`config.mk`:
```
export PLATFORM = sky130hd
export DESIGN_NAME = ewc_window_judge
export DESIGN_NICKNAME = d
export VERILOG_FILES = /design/src/rtl/ewc_window_judge.sv
export SDC_FILE = /design/constraint.sdc
export NUM_CORES = 1
export LEC_CHECK = 0
export BUFFER_PORTS_ARGS = -buffer_cell sky130_fd_sc_hd__clkbuf_2
export CORE_AREA = 5 5 42 44
export DETAILED_ROUTE_END_ITERATION = 16
export DIE_AREA = 0 0 47 49
export SLEW_MARGIN = 20
export SYNTH_ARGS = -nofsm -noshare
export SYNTH_HDL_FRONTEND = slang
export SYNTH_SLANG_ARGS = --single-unit
```
`constraint.sdc`:
```
create_clock -name vclk -period 4.6
set_input_delay 0.92 -clock vclk [all_inputs]
set_output_delay 0.92 -clock vclk [all_outputs]
set_load 0.005 [all_outputs]
```
`src/rtl/ewc_window_judge.sv`:
```
// Combinational verdict on the current gap. early_o: edge below the lower
// limit. ok_o: edge at or above the lower limit (the upper bound is ensured
// because the gap would already have timed out). late_o: a tick without an
// edge would bring the count to the upper limit.
module ewc_window_judge #(
    parameter int W = 6
) (
    input  logic [W-1:0] count_i,
    input  logic [W-1:0] lim_lo_i,
    input  logic [W-1:0] lim_hi_i,
    input  logic         edge_i,
    input  logic         tick_i,
    output logic         early_o,
    output logic         ok_o,
    output logic         late_o
);
    localparam int WX = W + 1;

    logic [WX-1:0] cnt_plus;

    // Widen before increment so a count of 2**W-1 does not wrap.
    always_comb begin
        cnt_plus = {1'b0, count_i} + WX'(1);
        early_o  = edge_i && (count_i < lim_lo_i);
        ok_o     = edge_i && (count_i >= lim_lo_i);
        late_o   = !edge_i && tick_i && (cnt_plus >= {1'b0, lim_hi_i});
    end
endmodule

```
# Word-level counts from Yosys, hierarchy flattened
# Index checks and enable logic that the tools add are counted.
[totals]
register_bits = 0
in_bits = 20
output_inout_bits = 3
elab_cells = 9
[op_classes]
n_addsub = 1
n_lt_le_gt_ge = 3
n_reduce_logical = 5
[ops]
columns = ["operator", "count"]
rows = [
  ["6-bit by 1-bit adder with 7-bit output (second input constant)", 1],
  ["7-bit by 6-bit >= comparator with 1-bit output", 1],
  ["6-bit >= comparator", 1],
  ["6-bit less-than comparator", 1],
  ["1-bit logical AND", 4],
  ["1-bit logical NOT", 1],
]

# Depth between registers and ports, before layout
# Gate-level depths: netlist (run 1).
[depth]
depth_word = 3
depth_mapped = 7
depth_no_buf = 7

# Least setup slack after synthesis (run 1)
# OpenSTA, ideal clock, no wires.
[synth_path]
kind = "input port to output port"
startpoint = "in count_i[0]"
endpoint = "out late_o"
arrival_time_ps = 2074
required_time_ps = 3680
setup_slack_ps = 1606
cell_stages = 7
n_path_buf = 0
cell_sequence = "nand3_1 -> nor2_1 -> xor2_1 -> ha_1 -> a21oi_2 -> nand2_1 -> o311a_1"
[synth_between]
elab_chain_len = 3
[synth_rtl]
columns = ["item", "line", "text"]
rows = [
  ["start: declaration", "8", "input logic [W-1:0] count_i,"],
  ["6-bit by 1-bit adder with 7-bit output", "23", "cnt_plus = {1'b0, count_i} + WX'(1);"],
  ["7-bit by 6-bit >= comparator with 1-bit output", "26", "late_o = !edge_i && tick_i && (cnt_plus >= {1'b0, lim_hi_i});"],
  ["1-bit logical AND", "26", ""],
  ["end: declaration", "15", "output logic late_o"],
]
# No other way between the ends.

# Final worst setup path (run 1)
[layout_path]
startpoint = "in count_i[2]"
endpoint = "out late_o"
# The elaborated chain is that of the path after synthesis.

==> key figures, run 1 <==
Route
  – Post-route ant nets: 0
  – Routed WL: 789 um
  – Initial DRC count: 5
  – Via Count: 439
  – Post-DR vias/cell: 4.57
  – Drt pass-1 iters: 4
  – Routed len/inst: 8.22 um
  – Drt drc: 0

STA
  – RSZ-0062 raised after global routing: false
  – Worst slew pin tran: 239 ps
  – Final hold violations: 0
  – Final Slew Violations: 0
  – Max Fclk: 303 MHz
  – Setup tns final: 0 ps
  – Tmin final: 3300 ps
  – Period utilisation layout: 71.7%
  – Finish-stage setup viols: 0
  – Worst slew margin: 83.9%
  – Min Hold Slack: 2130 ps

Job
  – Max_cap viols: 0

Pwr
  – Pwr dens: 81.4 nW/um^2
  – Worst VDD drop: 29.4 uV
  – P_leak: 0.328 nW

Floorplanning
  – Io pins: 23
  – Area of the core: 1400 um^2
  – Die area: 2300 um^2
  – Initial Util: 27.6%
  – Die height: 49 um
  – Core Rows: 14
  – Die X: 47 um

Global route
  – GRT Total Usage: 8.00%
  – Grt met3 use: 0%
  – Met2 Resource Use GR: 13.8%
  – Grt total ovfl: 0
  – Pin count of the biggest net entering global routing: 6
  – Vias in the first global route: 433
  – Top Usage Layer GRT: met2
  – Initial antenna violation count: 0
  – First-pass GRT wire length: 1540 um
  – Met1 Track Usage GR: 11.5%

Layout
  – Seq_cells: 0
  – Nets@finish: 115
  – Register Area: 0 um^2
  – Commonest non-fill, non-tap cell in the layout: clkbuf_2
  – Clk_buf instances: 0
  – Most frequent cells in the layout: clkbuf_2 (23), inv_1 (14), ha_1 (13)
  – Area delta synth->final: 35.0%
  – Layout cells sized above 1: 30.0%
  – Diodes inserted: 0

Setup path
  – Critical path launch point type: primary input
  – Crit path max fanout: 5
  – Worst path cell trace: clkbuf_2, nand3_1, nor2_1, xor2_1, ha_1, a21oi_2, nand2_1, o311a_1, clkbuf_2
  – Critical path's slowest cell: o311a_1
  – Crit path DAT: 2380 ps
  – Critical path class: in2out
  – Worst Path Required: 3680 ps
  – Max incr delay on CP: 340 ps
  – Crit-path most repeated cell: clkbuf_2
  – Critical Path End Type: primary output

Synthesis
  – Post-synthesis mux area share: 0%
  – Post-Syn Area: 387 um^2
  – Area share of and/or/nand/nor cells after synthesis: 16.8%
  – Synth area leaders: ha_1 (42%), inv_1 (14%), a21oi_1 (7.8%)
  – Distinct cells, synth: 14
  – Largest family of logic cells by synthesized area: adder cells
  – Yosys warning total: 0
  – Compound-cell area share of the yosys netlist: 18.4%
  – Post-synthesis adder-cell area fraction: 42.1%
  – Synth area leader: ha_1
  – Syn_nets: 90
  – Avg Cell Area, Syn: 6.78 um^2
  – Xor-xnor portion of the synthesized cell area: 9.06%
  – Post-synth top area share: 42.1%
  – Synth Instances: 57
  – Sequential share of the synthesized area: 0%

Placement
  – Post-DP HPWL: 781 um
  – Port Buffers: 23
  – Gp weighted congestion: 0.680

Worst hold path
  – Worst min path class: in2out

CTS
  – # hold bufs at CTS: 0
  – # Post-CTS Setup Buffers: 0
  – Post_cts resized: 0

Outcome
  – Outcome: finished, final reports clean
-- synthesized netlist by cell type --
master     n
a21oi_2    1
nand2b_1   1
nor2_1     3
nand2_1    3
ha_1      13
nand3_1    6
o21a_1     1
xor2_1     2
nand4_1    1
xnor2_1    2
o21ai_0    3
o311a_1    1
inv_1     14
a21oi_1    6
-- path summary, 6_finish.rpt --
path / startpoint / to / slack, ps / cells after the start
worst min-delay path: edge_i / ok_o / 2130 / 3
worst max-delay path: count_i[2] / late_o / 1300 / 9
-- per-stage QoR --
stage / instance area [um^2] / std cells / worst slack, ps / utilization (%) / total power, mW
final: 522 / 96 / 1300 / 37.2 / 0.0424
after global routing: 522 / 96 / 1130 / 37.2 / 0.0515
after CTS: 522 / 96 / 1280 / 37.2 / 0.0438
after detailed placement: 522 / 96 / 1290 / 37.2 / 0.0433
after global placement: 522 / 96 / 1310 / 37.2 / 0.0427
after floorplan: 387 / 57 / 1610 / - / 0.0260
-- layer usage --
layer | share of wire [%] | vias up
met4 | 0 | 0
met3 | 8.9 | 0
li1 | - | 238
met5 | 0 | -
met2 | 48 | 14
met1 | 43 | 187
-- cell families after synthesis --
group | after synthesis
buffers and inverters | 14
AOI/OAI and AO/OA | 12
and+or+nand+nor | 14
xor gates and xnor gates | 4
adders and majority gates | 13
-- power breakdown --
| group | switching [mW] | leakage [nW] | internal [mW] |
|---|---|---|---|
| Sequential | 0 | 0 | 0 |
| Combinational | 0.0207 | 0.328 | 0.0217 |
| Clock | 0 | 0 | 0 |
-- layout make-up --
cell class | instances | area (um^2)
Tap cell | 16 | 20.0
Multi-Input combinational cell | 43 | 334
Fill cell | 170 | 880
Inverter | 14 | 52.6
Timing Repair Buffer | 23 | 115
-- worst max-delay path, delay by kind of cell --
| family | cells | cell delay (ps) |
|---|---|---|
| AOI/OAI and AO/OA | 2 | 460 |
| and+or+nand+nor | 3 | 320 |
| buffers and inverters | 2 | 260 |
| xor gates and xnor gates | 1 | 150 |
| adders and majority gates | 1 | 280 |
(Power assumes the default switching activity.)
==> run 2, diff against run 1 <==
--- a/config.mk
+++ b/config.mk
@@ -5,6 +5,7 @@
 export SDC_FILE = /design/constraint.sdc
 export NUM_CORES = 1
 export LEC_CHECK = 0
+export ABC_AREA = 1
 export BUFFER_PORTS_ARGS = -buffer_cell sky130_fd_sc_hd__clkbuf_2
 export CORE_AREA = 5 5 42 44
 export DETAILED_ROUTE_END_ITERATION = 16
==> constraint.sdc (replaced) <==
create_clock -name vclk -period 2.8
set_input_delay 0.56 -clock vclk [all_inputs]
set_output_delay 0.56 -clock vclk [all_outputs]
set_load 0.005 [all_outputs]
==> run 2 against run 1 <==
Compared with the run above:
- global-route usage shrank 0.28 points
- via count rose by 6.8%
- largest power group unchanged
- final area increased by 8.2%
- critical endpoint unchanged
- largest cell class unchanged
==> key figures, run 2 <==
Outcome
  – Outcome: finished, final reports clean (unchanged)

Synthesis
  – Syn_nets: 107 (was 90)
  – Commonest cells post-synth: inv_1 (21), nand2_1 (17), ha_1 (13) (was inv_1 (14), ha_1 (13), a21oi_1 (6), nand3_1 (6))
  – Synth Instances: 74 (was 57)
  – Synth area leaders: ha_1 (38%), inv_1 (18%), nand2_1 (15%) (was ha_1 (42%), inv_1 (14%), a21oi_1 (7.8%))
  – Distinct cells, synth: 11 (was 14)
  – Area share of and/or/nand/nor cells after synthesis: 30.3% (was 16.8%)
  – Largest family of logic cells by synthesized area: adder cells (unchanged)
  – Post-synthesis mux area share: 0% (unchanged)
  – Xor-xnor portion of the synthesized cell area: 8.16% (was 9.06%)
  – Yosys warning total: 0 (unchanged)
  – Avg Cell Area, Syn: 5.80 um^2 (was 6.78 um^2)
  – Post-synth top area share: 37.9% (was 42.1%)
  – Post-Syn Area: 429 um^2 (was 387 um^2)
  – Synth area leader: ha_1 (unchanged)
  – Count leader, synth: inv_1 (unchanged)
  – Compound-cell area share of the yosys netlist: 5.25% (was 18.4%)
  – Sequential share of the synthesized area: 0% (unchanged)
  – Post-synthesis adder-cell area fraction: 37.9% (was 42.1%)

Layout
  – Clk_buf instances: 0 (unchanged)
  – Fin cells: 113 (was 96)
  – Seq_cells: 0 (unchanged)
  – Most frequent cells in the layout: clkbuf_2 (23), inv_1 (21), nand2_1 (17) (was clkbuf_2 (23), inv_1 (14), ha_1 (13))
  – Register Area: 0 um^2 (unchanged)
  – Layout cells sized above 1: 23.7% (was 30.0%)
  – Area delta synth->final: 31.5% (was 35.0%)
  – Commonest non-fill, non-tap cell in the layout: clkbuf_2 (unchanged)
  – Diodes inserted: 0 (unchanged)
  – Filler Cells Inserted: 173 (was 170)
  – Nets@finish: 132 (was 115)

Setup path
  – Crit path DAT: 1890 ps (was 2380 ps)
  – Critical path launch point type: primary input (unchanged)
  – Critical Path End Type: primary output (unchanged)
  – CP bufs+invs: 2 (unchanged)
  – Critical path's slowest cell: ha_1 (was o311a_1)
  – End of the critical path: late_o (unchanged)
  – Crit path max fanout: 4 (was 5)
  – Crit-path most repeated cell: nand2_1 (was clkbuf_2)
  – CP delay by family, top: adder cells (was compound AO/OA/AOI/OAI gates)
  – Worst path cell trace: clkbuf_2, ha_1, nand3_1, xnor2_1, ha_1, nand2_1, nand2_1, nand2_1, nand2_1, nor2_1, a21oi_1, clkbuf_2 (was clkbuf_2, nand3_1, nor2_1, xor2_1, ha_1, a21oi_2, nand2_1, o311a_1, clkbuf_2)
  – Worst path depth: 12 (was 9)
  – Crit path from: count_i[0] (was count_i[2])
  – Critical path class: in2out (unchanged)
  – Worst Path Required: 2240 ps (was 3680 ps)
  – Max incr delay on CP: 290 ps (was 340 ps)

Placement
  – Port Buffers: 23 (unchanged)
  – Gp weighted congestion: 0.662 (was 0.680)
  – Post-DP HPWL: 833 um (was 781 um)
  – Pre-CTS setup slack: 322 ps (was 1290 ps)
  – Cell count after placement: 113 (was 96)

Pwr
  – Pwr dens: 136 nW/um^2 (was 81.4 nW/um^2)
  – Combinational fraction of design power: 100.0% (about the same)
  – Clock group share of total power: 0% (about the same)
  – Switching pwr: 0.0392 mW (was 0.0207 mW)
  – Worst VDD drop: 42.5 uV (was 29.4 uV)
  – Sw frac: 51.1% (was 48.8%)
  – Cell Int Power: 0.0376 mW (was 0.0217 mW)
  – P_leak: 0.400 nW (was 0.328 nW)
  – Flop pwr share: 0% (about the same)
  – Power Total: 0.0768 mW (was 0.0424 mW)

Job
  – Max_cap viols: 0 (unchanged)

Floorplanning
  – Die height: 49 um (unchanged)
  – Area of the core: 1400 um^2 (unchanged)
  – Die X: 47 um (unchanged)
  – Core Rows: 14 (unchanged)
  – Io pins: 23 (unchanged)
  – Initial Util: 30.6% (was 27.6%)
  – Die area: 2300 um^2 (unchanged)

STA
  – Setup tns final: 0 ps (unchanged)
  – Period utilisation layout: 87.6%
  – Final Slew Violations: 0 (unchanged)
  – Final hold violations: 0 (unchanged)
  – Worst Slack Setup Final: 346 ps (was 1300 ps)
  – RSZ-0062 raised after global routing: false (unchanged)
  – Tmin final: 2450 ps
  – Worst slew pin tran: 218 ps (was 239 ps)
  – Worst slew margin: 85.3% (was 83.9%)
  – Max Fclk: 408 MHz
  – Finish-stage setup viols: 0 (unchanged)

CTS
  – # hold bufs at CTS: 0 (unchanged)
  – Post_cts resized: 0 (unchanged)
  – # Post-CTS Setup Buffers: 0 (unchanged)

Global route
  – Initial antenna violation count: 0 (unchanged)
  – Vias in the first global route: 425 (was 433)
  – GRT Total Usage: 7.72% (was 8.00%)
  – Pin count of the biggest net entering global routing: 5 (was 6)
  – Grt total ovfl: 0 (unchanged)
  – First-pass GRT wire length: 1480 um (was 1540 um)

Route
  – Initial DRC count: 4 (was 5)
  – Post-DR vias/cell: 4.15 (was 4.57)
  – Via Count: 469 (was 439)
  – Routed WL: 840 um (was 789 um)
  – Drt drc: 0 (unchanged)
  – Post-route ant nets: 0 (unchanged)
  – Routed len/inst: 7.43 um (was 8.22 um)
  – Drt pass-1 iters: 4 (unchanged)

Worst hold path
  – Worst min path class: in2out (unchanged)
  – Worst hold start: edge_i (unchanged)
==> run 2: cell count changes in the layout (fill, tap and decap cells not counted), sizes merged, moves of 2 or more <==
cell and change:
inv +7, a21oi -5, o21ai -2, nand2 +14
nor2 +6
==> run 2: worst min path at each step <==
stage	endpoint	slack (ps)	cells after the start
finish	ok_o	1400	4
global route	late_o	1430	4
CTS	ok_o	1400	4
detailed placement	ok_o	1400	4
global placement	ok_o	1390	4
floorplan	ok_o	1200	2
==> run 2: cell type report <==
class | instances | area, um^2 | share of cell area (%)
inverters | 21 | 78.8 | 14.0
multi-input cells | 53 | 350 | 62.1
well taps | 16 | 20.0 | 3.55
repair buffers | 23 | 115 | 20.4
==> run 2: kinds of logic after synthesis <==
group	Yosys count
AO/OA/AOI/OAI	4
XOR/XNOR	4
adder cells (fa/ha/maj)	13
buffers and inverters	21
AND/OR/NAND/NOR	32
==> run 2: per-stage QoR <==
stage | hold WS [ps] | utilization (%) | instance area, um^2
4_1_cts | 1400 | 40.3 | 564
3_5_place_dp | 1400 | 40.3 | 564
3_3_place_gp | 1390 | 40.3 | 564
6_report | 1400 | 40.3 | 564
5_1_grt | 1430 | 40.3 | 564
2_1_floorplan | 1200 | - | 429
==> run 2: power by group through the flow <==
stage / Clock, mW / Sequential [mW] / Combinational [mW]
floorplan: 0 / 0 / 0.0490
global placement: 0 / 0 / 0.0766
detailed placement: 0 / 0 / 0.0791
CTS: 0 / 0 / 0.0793
global route: 0 / 0 / 0.0917
finish: 0 / 0 / 0.0768
==> run 2: layer usage <==
| layer | routed length, um | share of wire (%) | global-route usage, % | vias up |
|---|---|---|---|---|
| met5 | 0 | 0 | 0 | - |
| met4 | 0 | 0 | 0 | 0 |
| met3 | 69 | 8.2 | 0.738 | 0 |
| met2 | 423 | 50 | 14.3 | 12 |
| met1 | 348 | 41 | 9.78 | 187 |
| li1 | - | - | - | 270 |
